### src/rtl/adc_seq.sv
module adc_seq #(
  parameter int CW = 5,
  parameter int DW = 12,
  parameter int RSLOTS = 16,
  parameter int ISLOTS = 4
) (
  input  logic                 clk,
  input  logic                 rst_n,
  input  logic                 scan_en,
  input  logic                 cont_en,
  input  logic                 eoc_each,
  input  logic                 disc_en,
  input  logic [2:0]           disc_num,
  input  logic                 jdisc_en,
  input  logic                 jauto,
  input  logic [$clog2(RSLOTS)-1:0] reg_len,
  input  logic [RSLOTS*CW-1:0] reg_slots,
  input  logic [$clog2(ISLOTS)-1:0] inj_len,
  input  logic [ISLOTS*CW-1:0] inj_slots,
  input  logic [1:0]           ext_mode,
  input  logic [1:0]           jext_mode,
  input  logic                 sw_start,
  input  logic                 jsw_start,
  input  logic                 ext_trig,
  input  logic                 jext_trig,
  output logic                 conv_req,
  output logic [CW-1:0]        conv_chan,
  input  logic                 conv_done,
  input  logic [DW-1:0]        conv_data,
  input  logic                 dr_read,
  input  logic [4:0]           flag_clr,
  output logic [DW-1:0]        dr,
  output logic [ISLOTS*DW-1:0] jdr,
  output logic                 eoc,
  output logic                 jeoc,
  output logic                 strt,
  output logic                 jstrt,
  output logic                 ovr
);
  localparam int RW = $clog2(RSLOTS);
  localparam int IW = $clog2(ISLOTS);

  logic          ext_q, jext_q, cur_inj, rg_act, ij_act, dr_full;
  logic [RW-1:0] rg_idx;
  logic [IW-1:0] ij_idx;
  logic [2:0]    chunk;

  wire reg_trig = sw_start | (ext_mode[0] & ext_trig & ~ext_q) | (ext_mode[1] & ~ext_trig & ext_q);
  wire inj_trig = ~jauto & (jsw_start | (jext_mode[0] & jext_trig & ~jext_q) | (jext_mode[1] & ~jext_trig & jext_q));
  wire rg_end   = rg_idx == (scan_en ? reg_len : '0);
  wire ij_end   = ij_idx == inj_len;
  wire done_r   = conv_req & conv_done & ~cur_inj;
  wire done_i   = conv_req & conv_done & cur_inj;
  wire preempt  = conv_req & ~cur_inj & ij_act & ~conv_done;
  wire issue    = ~conv_req & (ij_act | (rg_act & ~ovr));
  wire rg_go    = reg_trig & ~rg_act;
  wire auto_go  = done_r & rg_end & jauto;
  wire ij_go    = inj_trig & ~ij_act;

  always_ff @(posedge clk) begin
    if (!rst_n) begin
      ext_q <= 1'b0; jext_q <= 1'b0;
    end else begin
      ext_q <= ext_trig; jext_q <= jext_trig;
    end
  end

  always_ff @(posedge clk) begin
    if (!rst_n) begin
      conv_req <= 1'b0; conv_chan <= '0; cur_inj <= 1'b0;
    end else if (conv_req && (conv_done || preempt)) begin
      conv_req <= 1'b0;
    end else if (issue) begin
      conv_req  <= 1'b1;
      cur_inj   <= ij_act;
      conv_chan <= ij_act ? inj_slots[ij_idx*CW +: CW] : reg_slots[rg_idx*CW +: CW];
    end
  end

  always_ff @(posedge clk) begin
    if (!rst_n) begin
      rg_act <= 1'b0; rg_idx <= '0; chunk <= '0;
    end else if (done_r) begin
      if (rg_end) begin
        rg_idx <= '0;
        chunk  <= '0;
        rg_act <= cont_en & ~disc_en;
      end else begin
        rg_idx <= rg_idx + 1'b1;
        if (disc_en) begin
          if (chunk == disc_num) begin
            rg_act <= 1'b0;
            chunk  <= '0;
          end else chunk <= chunk + 1'b1;
        end
      end
    end else if (rg_go) begin
      rg_act <= 1'b1;
      chunk  <= '0;
      if (!disc_en) rg_idx <= '0;
    end
  end

  always_ff @(posedge clk) begin
    if (!rst_n) begin
      ij_act <= 1'b0; ij_idx <= '0; jdr <= '0;
    end else if (done_i) begin
      jdr[ij_idx*DW +: DW] <= conv_data;
      if (ij_end) begin
        ij_idx <= '0;
        ij_act <= 1'b0;
      end else begin
        ij_idx <= ij_idx + 1'b1;
        if (jdisc_en) ij_act <= 1'b0;
      end
    end else if (auto_go) begin
      ij_act <= 1'b1;
      ij_idx <= '0;
    end else if (ij_go) begin
      ij_act <= 1'b1;
      if (!jdisc_en) ij_idx <= '0;
    end
  end

  always_ff @(posedge clk) begin
    if (!rst_n) begin
      dr <= '0; dr_full <= 1'b0;
      eoc <= 1'b0; jeoc <= 1'b0; strt <= 1'b0; jstrt <= 1'b0; ovr <= 1'b0;
    end else begin
      if (done_r) dr <= conv_data;
      dr_full <= done_r | (dr_full & ~dr_read);
      eoc   <= (done_r & (eoc_each | rg_end)) | (eoc & ~flag_clr[0] & ~dr_read);
      jeoc  <= (done_i & ij_end) | (jeoc & ~flag_clr[1]);
      strt  <= rg_go | (strt & ~flag_clr[2]);
      jstrt <= auto_go | ij_go | (jstrt & ~flag_clr[3]);
      ovr   <= (done_r & dr_full & ~dr_read) | (ovr & ~flag_clr[4]);
    end
  end


  chan_hold_chk: assert property (@(posedge clk) disable iff (!rst_n)
    (conv_req && !conv_done && !ij_act) |=> (conv_req && $stable(conv_chan)));

  done_drop_chk: assert property (@(posedge clk) disable iff (!rst_n)
    (conv_req && conv_done) |=> !conv_req);

  preempt_chk: assert property (@(posedge clk) disable iff (!rst_n)
    (conv_req && !cur_inj && ij_act && !conv_done) |=> !conv_req);

  ovr_block_chk: assert property (@(posedge clk) disable iff (!rst_n)
    (!conv_req && ovr && !ij_act) |=> !conv_req);

  eoc_hold_chk: assert property (@(posedge clk) disable iff (!rst_n)
    (eoc && !flag_clr[0] && !dr_read) |=> eoc);

  ovr_hold_chk: assert property (@(posedge clk) disable iff (!rst_n)
    (ovr && !flag_clr[4]) |=> ovr);

  jeoc_src_chk: assert property (@(posedge clk) disable iff (!rst_n)
    $rose(jeoc) |-> $past(conv_done && cur_inj));
endmodule

### config.mk
export PLATFORM = sky130hd
export DESIGN_NAME = adc_seq
export DESIGN_NICKNAME = d
export VERILOG_FILES = /design/src/rtl/adc_seq.sv
export SDC_FILE = /design/constraint.sdc
export NUM_CORES = 1
export LEC_CHECK = 0
export CAP_MARGIN = 10
export CORE_ASPECT_RATIO = 2
export CORE_MARGIN = 2
export CORE_UTILIZATION = 46
export CTS_CLUSTER_DIAMETER = 80
export CTS_CLUSTER_SIZE = 30
export DETAILED_ROUTE_END_ITERATION = 10
export PLACE_DENSITY = 0.95
export SLEW_MARGIN = 15
export SYNTH_ARGS = -nofsm -noshare
export SYNTH_HDL_FRONTEND = slang
export SYNTH_SLANG_ARGS = --single-unit
### constraint.sdc
create_clock -name clk -period 5.1 [get_ports clk]
set_clock_uncertainty 0.15 [all_clocks]
set_input_delay 1.02 -clock clk [delete_from_list [all_inputs] [get_ports clk]]
set_output_delay 1.02 -clock clk [all_outputs]
set_load 0.01 [all_outputs]
## After elaboration in Yosys (flattened, before gate mapping)

Cells that the tools add are included.

| operators by class | value |
|---|---|
| add/subtract/negate cells | 4 |
| multiply operators | 3 |
| equality and inequality tests | 8 |
| shift-type cells | 4 |
| mux-type cells | 27 |
| bitwise logic cells | 66 |
| reduce and logical (&&, ||, !) cells | 11 |

Operators by type and width:

| kind | count |
|---|---|
| 80-bit by 8-bit indexed part select with 5-bit output | 1 |
| 48-bit bitwise mux | 1 |
| 12-bit by 34-bit variable shift with 48-bit output (first input constant) | 1 |
| 12-bit by 34-bit indexed part select with 48-bit output | 1 |
| 6-bit negation with 34-bit output | 1 |
| 1-bit bitwise AND | 33 |
| 4-bit two-way mux | 5 |
| 1-bit NOT | 20 |
| 20-bit by 6-bit indexed part select with 5-bit output | 1 |
| 3-bit two-way mux | 5 |
| 1-bit OR | 13 |
| 1-bit two-way mux | 10 |
| 2-bit two-way mux | 5 |
| 2-bit AND reduction | 5 |
| 4-bit by 3-bit multiplier with 7-bit output (second input constant) | 1 |
| 3-bit != test (second input constant) | 2 |
| 2-bit by 3-bit multiplier with 5-bit output (second input constant) | 1 |
| 5-bit two-way mux | 1 |
| 4-bit by 1-bit adder with 4-bit output (second input constant) | 1 |
| 4-bit == test | 1 |
| 2-bit by 2-bit multiplier with 4-bit output (second input constant) | 1 |
| 3-bit by 1-bit adder with 3-bit output (second input constant) | 1 |
| 3-bit == test | 1 |
| 3-bit by 1-bit != test with 1-bit output (second input constant) | 1 |
| other kinds (10) | 10 |

| word-level totals | value |
|---|---|
| register bits after elaboration | 86 |
| input bits | 144 |
| output and inout port bits | 71 |

## Logic depth before layout (Yosys ltp)

Gate-level depths: netlist of run 1.

| depth | value |
|---|---|
| word-level depth | 9 |
| mapped depth | 9 |

## Worst setup path after synthesis of run 1

Ideal clock, no wire load.

| timing path | value |
|---|---|
| path kind | input port to flip-flop |
| from | in reg_len[1] |
| to | reg chunk[2] |
| arrival | 2.221 ns |
| setup slack | 2.643 ns |
| cell stages on the path | 5 |
| buffers on the path | 0 |
| cells stage by stage | o21a_1 > nor3_1 > nor4_2 > or4_1 > a211oi_1 |

| on the way | value |
|---|---|
| cells in the longest elaborated chain, start to end | 4 |
| elaborated cells between the ends (all ways) | 6 |
| those cells by class | eq/ne: 2; mux: 3; reduce/logical: 1 |

RTL lines:

| element | line | RTL |
|---|---|---|
| start, declared | 16 | `input logic [$clog2(RSLOTS)-1:0] reg_len,` |
| 4-bit two-way mux (*) | 50 | `wire rg_end = rg_idx == (scan_en ? reg_len : '0);` |
| 4-bit == test (*) | 50 |  |
| 3-bit != test (no source line) / 3-bit two-way mux (equally long branches) | - |  |
| 2-bit AND reduction (no source line) / 3-bit two-way mux (equally long branches) | - |  |
| end signal, assigned | 94 | `end else chunk <= chunk + 1'b1;` |
| end, declared | 46 | `logic [2:0] chunk;` |

Every way passes the cells marked *; elsewhere a longest branch is shown, timed or not.
A chain may end at the register's enable or synchronous reset.

## Final worst setup path of run 1

| timing path | value |
|---|---|
| from | in conv_done |
| to | reg jdr[14] |

| on the way | value |
|---|---|
| cells in the longest elaborated chain, start to end | 2 |

RTL lines:

| element | line | RTL |
|---|---|---|
| start, declared | 28 | `input logic conv_done,` |
| 1-bit bitwise AND (2 in a row) | 53 | `wire done_i = conv_req & conv_done & cur_inj;` |
| end signal, assigned by index | 108 | `jdr[ij_idx*DW +: DW] <= conv_data;` |
| end, declared | 33 | `output logic [ISLOTS*DW-1:0] jdr,` |

Every way passes these cells.

==> results of run 1 <==
routing by layer:
layer  GRT usage (%)  vias to the layer above  wire [µm]
met4           24.36                        0       1501
met1           31.56                     2465       6050
met3           6.129                       97       1301
met2           60.35                      325       9918
li1                -                     2345          -
met5               0                        -          0
sequential cells by signal, indices dropped and copies added, names as in the netlist:
register and flops:
cur_inj 1, jstrt 1, jeoc 1, chunk 3
dr_full 1, rg_act 1, ext_q 1, conv_chan 5
dr 12, rg_idx 4, ij_idx 2, strt 1
jdr 48, eoc 1, ovr 1, jext_q 1
conv_req 1, ij_act 1
logic make-up (layout without fill, tap and decap cells):
| family | Yosys count | count (layout) |
|---|---|---|
| adders and majority gates | 8 | 8 |
| DFF | 86 | 86 |
| AOI/OAI and AO/OA | 137 | 137 |
| buffers and inverters | 50 | 242 |
| muxes | 44 | 44 |
| and+or+nand+nor | 205 | 205 |
| xor gates and xnor gates | 7 | 7 |
power by group through the flow:
stage                     clock network, mW  logic, mW  registers (mW)
final                                 0.652      0.322           0.714
after CTS                             0.658      0.320           0.713
after global routing                  0.687      0.340           0.717
after global placement                    0      0.302           0.726
after detailed placement                  0      0.318           0.728
after floorplan                           0      0.135           0.726
metrics by stage:
stage | area [µm²] | hold WS, ps
after floorplan | 4815 | 309.8
after global placement | 6944 | 293.4
after detailed placement | 6944 | 297.1
after CTS | 7242 | 305.8
after global routing | 7243 | 330.2
final | 7243 | 303.9
layout by cell type, fill, tap and decap left out, types with 6 or more instances in the layout:
cell type / Yosys / layout
nand2b_1: 6 / 6
a22oi_1: 31 / 31
mux2i_1: 15 / 15
mux4_2: 25 / 25
o21ai_0: 14 / 14
nor2b_1: 7 / 7
nand2_1: 59 / 59
nor3_1: 12 / 12
nand3_1: 20 / 20
ha_1: 8 / 8
clkbuf_16: 0 / 9
and2_1: 11 / 11
inv_1: 9 / 9
a21oi_1: 50 / 50
nor2_1: 60 / 60
clkdlybuf4s50_1: 0 / 214
dfxtp_1: 86 / 86
worst max-delay path, cell delays in order:
cell and delay, ps:
clkdlybuf4s50_1 570, and3_1 440, nand2_1 370, nor3b_2 570, a22oi_1 160, nor2_1 130
layout make-up:
class | count | area (µm²) | share of cell area [%]
timing repair buffer | 216 | 2157 | 29.78
sequential | 86 | 1722 | 23.77
inverter | 11 | 42.54 | 0.5873
tap | 135 | 168.9 | 2.332
multi-input combinational | 401 | 2855 | 39.42
clock inverter | 5 | 58.81 | 0.8119
clock buffer | 10 | 239.0 | 3.299
worst min path at each step:
stage / start / endpoint / slack [ps] / cells after the start
2_1_floorplan: dr_full / dr_full / 310 / 2
3_3_place_gp: dr[6] / dr[6] / 290 / 2
3_5_place_dp: jdr[24] / jdr[24] / 300 / 2
4_1_cts: jdr[24] / jdr[24] / 310 / 2
5_1_grt: jdr[24] / jdr[24] / 330 / 2
6_report: jdr[24] / jdr[24] / 300 / 2
==> impl_results.md, run 1 <==
* Maximum fanout along the worst path at 13
* Number of synthesized register bits at 86
* Max cap viols at 0
* Root buffer cell: clkbuf_16
* Hold violation total from the final report at 0
* Worst setup margin at 1935 ps
* CTS Hold Bufs at 0
* Final cell count without fillers at 864
* GRT overflow at 0
* Worst setup path endpoint: jdr[14]
* CTS tree: done
* Post-route core utilization at a little under three quarters
* Synth Area in XOR/XNOR at under 10%
* Flop pwr share at between 40 and 50%
* Area share of the largest cell type after synthesis at between 30% and 40%
* Post-layout net count at between 800 and 900
* Syn Nets at ~690
* Worst-case clock buffer depth at 2
* Clock share of power at 38.6%
* Iter 0 DRT Violations at between 300 and 400
* PwrDens at about 230 nW/µm²
* Final Cycle Share at between 60% and 70%
* Warnings, synthesis at 0
* Post-CTS Resized at 0
* TNS Setup at 0 ps
* Die Height at 148.7 µm
* Die width at approximately 76 µm
* PortBufs at approximately 210
* VDD IR max at approximately 0.00019 V
* Maximum clock frequency at about 320 MHz
* Most frequent cell after synthesis: dfxtp_1
* CTS buffer count at 9
* Final setup fails at 0
* Post-Syn Area at a little under 5000 µm²
* Clock tree sinks at 86
* Number of synthesized flops with an enable pin at 0
* RSZ-0062 raised after global routing: no
* Worst setup EP type: flip-flop
* Synthesis-to-finish area growth at 50.44%
* # diodes at 0
* Vias in the first global route at about 5400
* DR vias/cell at 6.056
* Setup crit start: conv_done
* P_sw at 0.4160 mW
* H-tree lvl count at 3
* Post-Synth Adder-Cell Area at between 2 and 2.5%
* Pin count of the biggest net entering global routing at 78
* Synth Area in Compound Gates at between 15 and 20%
* DR DRC count at 0
* First-pass DRT Iterations at 5
* Synth area leaders: dfxtp_1, mux4_2, a21oi_1
* Core box area at ~10000 µm²
* Leakage power at ~2.5 nW
* Die area at between 10000 and 15000 µm²
* Initial antenna violation count at 0
* Reg2reg start: ij_idx[1]
* R2r worst-path depth at 6
* Overall power at approximately 1.7 mW
* Cell row count at 52
* Post-synthesis simple-gate area fraction at between 20% and 30%
* Routed Antenna Nets at 0
* Post-synth top cells: dfxtp_1, nor2_1, nand2_1
* Post-Synthesis Cells at around 540
* Total I/O pin count at around 220
* R2r endpoint: jdr[14]
* Post-DR wirelength/cell at between 20 and 25 µm
* Worst slew margin at between 20% and 30%
* HP Class: reg2reg
* Clock slew seen by the registers of the worst setup and hold paths at 60 ps
* Post-CTS setup buffer count at 0
* Crit path DAT at 3260 ps
* Starting density of the core at between 40% and 50%
* Reg-to-reg setup timing slack at just under 2000 ps
* Post-synthesis sequential area ratio at between 30% and 40%
* Placed insts at ~850
* Post-place setup slack at between 1500 and 2000 ps
* Routability congestion estimate at 0.9302
* Final WL at 18770 µm
* Fill cells at 771
* Logic pwr share at approximately a fifth
* Main combinational cell family by area after synthesis: simple AND/OR/NAND/NOR gates
* First-pass GRT wire length at 28880 µm
* Share of layout cells above drive strength 1 at 7.682%
* Slew @ Worst Pin at 1082 ps
* Required @ worst endpoint at 5190 ps
* Mapped Avg Cell Area at approximately 9.0 µm²
* Int Power at about 1.3 mW
* Outcome: complete, no violations
* CP Launch Type: input port
* Pins Over Slew Limit at 0
* Setup Crit Path Kind: in2reg
* Mux share of post-synthesis cell area at 15.75%
* Fin crit period at 3165 ps
* Worst-Skew Late Latency at between 300 and 400 ps
* Synth unique cells at 63
* Post-DP HPWL at roughly 15000 µm
* Total Routing Usage GR at between 30% and 40%
* Synth area leader: dfxtp_1
* Sw Ratio at between 20% and 30%
* Primary FF master, synth: dfxtp_1
* Async set-reset flop share out of synthesis at 0%
* Vias at 5232
Power figures use the tool's default switching activity.
==> run 2, diff against run 1 <==
- CORE_UTILIZATION: 46 -> 38
- PLACE_DENSITY: 0.95 -> 0.86
- clock period: 5.1 -> 2.55 ns (I/O delays scaled with it)
==> impl_results.md, run 2 (synthesis gave the netlist of run 1 again) <==
* Outcome: complete, no violations
* Post-layout net count at between 900 and 1000
* Crit path DAT at around 2400 ps
* Clock tree sinks at 86
* Worst slew margin at about two thirds
* VDD IR max at ~0.00038 V
* RSZ-0062 raised after global routing: no
* Required @ worst endpoint at around 2700 ps
* Worst-case clock buffer depth at 2
* Worst setup margin at between 300 and 400 ps
* Worst-Skew Late Latency at between 300 and 400 ps
* Die Height at 163.2 µm
* Final setup fails at 0
* Initial antenna violation count at 0
* HP Class: reg2reg
* Maximum fanout along the worst path at 6
* PortBufs at between 200 and 250
* DR DRC count at 0
* Total Routing Usage GR at 24.71%
* GRT overflow at 0
* Routability congestion estimate at 0.9277
* CP Launch Type: input port
* Int Power at between 2 and 3 mW
* Starting density of the core at 38.57%
* Fin crit period at between 2000 and 2500 ps
* Regs by FF count: jdr x48, dr x12, conv_chan x5
* Synthesis-to-finish area growth at 58.16%
* P_sw at between 0.8 and 0.9 mW
* CTS tree: done
* First-pass GRT wire length at around 27000 µm
* DR vias/cell at between 5 and 6
* Die area at ~14000 µm²
* Post-place setup slack at -16.28 ps
* Max cap viols at 0
* Post-DP HPWL at about 14000 µm
* Reg2reg start: ij_idx[1]
* Design area at between 7000 and 8000 µm²
* Most frequent cells in the layout: clkdlybuf4s50_1, dfxtp_1, nor2_1, nand2_1, a21oi_1
* Iter 0 DRT Violations at ~220
* Slew @ Worst Pin at 485.9 ps
* Reg-to-reg setup timing slack at just under 400 ps
* Pin count of the biggest net entering global routing at 62
* Flop pwr share at between 40% and 50%
* Leakage power at about 2.7 nW
* Setup Crit Path Kind: in2reg
* Post-CTS setup buffer count at 0
* Logic pwr share at between 10% and 20%
* Vias at a little over 5000
* Core box area at ~12000 µm²
* Clock share of power at between 30% and 40%
* Routed Antenna Nets at 0
* Total I/O pin count at around 220
* Die width at between 80 and 90 µm
* Share of layout cells above drive strength 1 at 12.60%
* Sw Ratio at 25.28%
* Final Cycle Share at 88.15%
* Pins Over Slew Limit at 0
* Post-DR wirelength/cell at approximately 19 µm
* TNS Setup at 0 ps
* CTS Hold Bufs at 0
* Post-CTS Resized at 0
* Cell row count at just under 60
* Largest register FFs at 48
* Final WL at around 17000 µm
* R2r endpoint: jdr[12]
* Hold violation total from the final report at 0
* # diodes at 0
* R2r worst-path depth at 8
* H-tree lvl count at 3
* Hold Crit Depth at 2
* Root buffer cell: clkbuf_16
* Maximum clock frequency at about 440 MHz
* Top reg by flops: jdr
* Area after DPL at ~7300 µm²
* PwrDens at ~460 nW/µm²
* CTS buffer count at 9
* First-pass DRT Iterations at 5
* WHS Endpoint: jdr[20]
* Most common cell after layout, fill and taps aside: clkdlybuf4s50_1
* Min-delay src: jdr[20]
* Vias in the first global route at about 5200
* Clock slew seen by the registers of the worst setup and hold paths at approximately 70 ps
* Worst setup EP type: flip-flop
==> run 2: cell count changes in the layout (fill, tap and decap cells not counted), sizes merged <==
cell	change
buf	+40
clkinv	-1
clkinvlp	-1
inv	+3
==> run 2: worst max-delay path by stage <==
stage              start       end  slack (ps)  depth (start not counted)
5_1_grt          scan_en  chunk[2]         210                          6
2_1_floorplan  ij_idx[1]   jdr[20]         150                          8
3_5_place_dp     scan_en  chunk[2]         -20                          6
4_1_cts          scan_en  chunk[2]         340                          6
6_report         scan_en  chunk[2]         300                          6
3_3_place_gp     scan_en  chunk[2]          20                          6
==> run 2: cell type report <==
class,instances,area (µm²)
fillers,1029,4867
multi-input cells,401,2855
well taps,150,187.7
clock inverters,6,75.07
inverters,11,41.29
flip-flops and latches,86,1722
repair buffers,256,2495
clock buffers,10,239.0
==> run 2: power by group through the flow <==
stage | Clock (mW) | Combinational [mW] | Sequential [mW]
2_1_floorplan | 0 | 0.271 | 1.45
3_3_place_gp | 0 | 0.660 | 1.45
3_5_place_dp | 0 | 0.671 | 1.45
4_1_cts | 1.42 | 0.674 | 1.42
5_1_grt | 1.48 | 0.718 | 1.43
6_report | 1.38 | 0.670 | 1.42
==> run 2: layer usage <==
layer / part of all wire (%) / GRT usage (%) / wire [µm] / up-vias
li1: - / - / - / 2436
met1: 35 / 24.17 / 5942 / 2449
met2: 54 / 47.27 / 9356 / 211
met3: 4.8 / 3.840 / 825 / 72
met4: 6.3 / 15.54 / 1081 / 0
met5: 0 / 0 / 0 / -
==> run 2: worst max-delay path, stage by stage <==
cell             delay (ps)
clkdlybuf4s50_1         550
nand3_1                 100
o2bb2ai_1               360
o41ai_2                 170
or4_1                   430
a211oi_1                220
==> run 2: per-stage QoR <==
| stage | cells | util (%) | hold WS (ps) | power, mW |
|---|---|---|---|---|
| finish | 920 | 61.01 | 302.5 | 3.469 |
| global route | 920 | 61.01 | 318.3 | 3.622 |
| CTS | 920 | 61.01 | 306.9 | 3.512 |
| detailed placement | 904 | 58.49 | 297.5 | 2.121 |
| global placement | 904 | 58.49 | 292.2 | 2.107 |
| floorplan | 537 | - | 309.8 | 1.724 |
==> run 3, diff against run 2 <==
- clock period: 2.55 -> 2 ns (I/O delays scaled with it)
==> impl_results.md, run 3 (synthesis gave the netlist of run 1 again) <==
* GRT overflow at 0
* Iter 0 DRT Violations at roughly 230
* Logic pwr share at a little under a quarter
* Core box area at roughly 12000 µm²
* Pin count of the biggest net entering global routing at 63
* VDD IR max at 0.0004529 V
* Slew @ Worst Pin at approximately 400 ps
* Routed Antenna Nets at 0
* Reg-to-reg setup timing slack at -110 ps
* Crit path DAT at roughly 2200 ps
* Post-route core utilization at 66.01%
* Maximum fanout along the worst path at 7
* Min-delay src: jdr[25]
* Worst slew margin at roughly three quarters
* Hold slack at 302.7 ps
* First-pass DRT Iterations at 4
* Global-route met1 utilization at about a quarter
* Required @ worst endpoint at around 2100 ps
* Routability congestion estimate at approximately 0.9
* DR DRC count at 0
* Design area at 8239 µm²
* Vias at around 5500
* Slowest stage cell, crit path: or4_4
* Synthesis-to-finish area growth at 71.13%
* Worst setup EP type: flip-flop
* Setup Crit Path Kind: reg2reg
* Register Area at 1729 µm²
* Failing checks: setup timing
* # diodes at 0
* DR vias/cell at about 5.6
* GR Util met2 at ~53%
* Hold violation total from the final report at 0
* Post-DR wirelength/cell at approximately 20 µm
* Placed insts at ~940
* Starting density of the core at about two fifths
* Outcome: complete, but fails checks
* Vias in the first global route at around 5500
* PwrDens at about 540 nW/µm²
* Cell row count at 58
* Clock tree sinks at 86
* CTS Hold Bufs at 0
* GR peak layer: met2
* Clock slew seen by the registers of the worst setup and hold paths at 70 ps
* Most common cell after layout, fill and taps aside: clkdlybuf4s50_1
* Final Cycle Share at 105.6%
* Maximum clock frequency at 473.7 MHz
* Regs by FF count: jdr x48, dr x12, conv_chan x5
* CP Cell Sequence: buf_12, buf_12, and4bb_2, o2bb2ai_4, o41ai_4, or4_4, a211oi_2
* Clock share of power at between 30% and 40%
* Sw Ratio at a little over a quarter
* CTS tree: done
* Flop pwr share at about two fifths
* First-pass GRT wire length at between 20000 and 30000 µm
* Pins Over Slew Limit at 0
* GR Util met3 at around 3.8%
* Worst-case clock buffer depth at 2
* Area after DPL at between 7000 and 8000 µm²
* Int Power at ~3.2 mW
* Leakage power at ~3.0 nW
* Fill cells at 973
* Total I/O pin count at between 200 and 250
* R2r worst-path depth at 7
* Worst setup path endpoint: chunk[2]
* Top reg by flops: jdr
* H-tree lvl count at 3
* CP Launch Type: flip-flop
* Reg2reg start: rg_idx[0]
* Die area at roughly 14000 µm²
* Initial antenna violation count at 0
* Largest register FFs at 48
* Fin crit period at between 2000 and 2500 ps
* Final WL at about 19000 µm
* Final setup fails at 9
* Final cell count without fillers at between 900 and 1000
* Worst-Skew Late Latency at 340 ps
* Post-DP HPWL at 14370 µm
* Max cap viols at 0
* Multi-input gate area at between 2000 and 3000 µm²
* R2r endpoint: chunk[2]
* Die width at 83.59 µm
* Total Routing Usage GR at a little over a quarter
* PortBufs at about 210
* Die Height at 163.2 µm
* Worst setup margin at -111.1 ps
* Setup crit start: rg_idx[0]
* CP max stage delay at approximately 430 ps
* P_sw at approximately 1.2 mW
* HP Class: reg2reg
* RSZ-0062 raised after global routing: yes
* Post-layout net count at about 970
* Share of layout cells above drive strength 1 at a little over a fifth
* Most frequent cells in the layout: clkdlybuf4s50_1, buf_4, dfxtp_1, nand2_1, nor2_1
* Root buffer cell: clkbuf_16
* CTS buffer count at 9
* Most used cell, CP: buf_12
run 3: cell types whose count changed in the layout (fill, tap and decap cells not counted), moves of 3 or more:
| cell | before | now |
|---|---|---|
| buf_4 | 39 | 84 |
| a2111oi_2 | 0 | 4 |
| dfxtp_2 | 0 | 3 |
| a2111oi_1 | 4 | 0 |
| dfxtp_1 | 86 | 82 |
| o21ai_0 | 14 | 11 |
| buf_12 | 3 | 7 |
run 3: worst min path at each step:
stage / cells past startpoint / slack (ps) / end
after floorplan: 2 / 310 / dr_full
after CTS: 2 / 300 / jdr[25]
after detailed placement: 2 / 290 / jdr[25]
after global routing: 2 / 330 / dr[3]
final: 2 / 300 / jdr[25]
after global placement: 2 / 290 / jdr[25]
run 3: per-layer routing:
metal,share of wire (%),up-vias,wire length [µm]
li1,-,2536,-
met5,0,-,0
met3,5.5,56,1062
met2,56,254,10810
met4,4.7,0,911
met1,34,2618,6558
run 3: layout make-up:
class | count | share of cell area, %
Tap cell | 150 | 2.278
Timing Repair Buffer | 310 | 36.45
Clock inverter | 6 | 0.6530
Sequential cell | 86 | 20.99
Inverter | 11 | 0.5011
Clock buffer | 9 | 2.733
Multi-Input combinational cell | 401 | 36.40
run 3: repair_timing:
| item | 4_1_cts | 5_1_grt |
|---|---|---|
| gates resized for setup | 19 | 25 |
| setup buffers | 5 | 13 |
| cloned | 2 | 0 |
| pin swaps | 17 | 11 |
| endpoints found under the setup margin | 18 | 59 |
run 3: worst max-delay path: cells and delay by family (launching register included):
family | cells | cell delay (ps)
AND/OR/NAND/NOR | 2 | 760
AO/OA/AOI/OAI | 3 | 490
flip-flops | 1 | 360
buffers and inverters | 2 | 270
run 3: power by group through the flow:
stage                     Clock (mW)  Sequential [mW]  Combinational (mW)
final                           1.59             1.81                1.03
after detailed placement           0             1.85               0.909
after floorplan                    0             1.85               0.346
after CTS                       1.64             1.81               0.976
after global routing            1.72             1.82                1.08
after global placement             0             1.85               0.890
run 3: through the flow:
| stage | TNS (ps) | power [mW] | worst slack [ps] |
|---|---|---|---|
| final | -372.2 | 4.432 | -111.1 |
| after global routing | -1223 | 4.616 | -165.6 |
| after CTS | -382.0 | 4.427 | -91.28 |
| after detailed placement | -16300 | 2.756 | -480.1 |
| after global placement | -14420 | 2.736 | -399.2 |
| after floorplan | 0 | 2.198 | 6.797 |
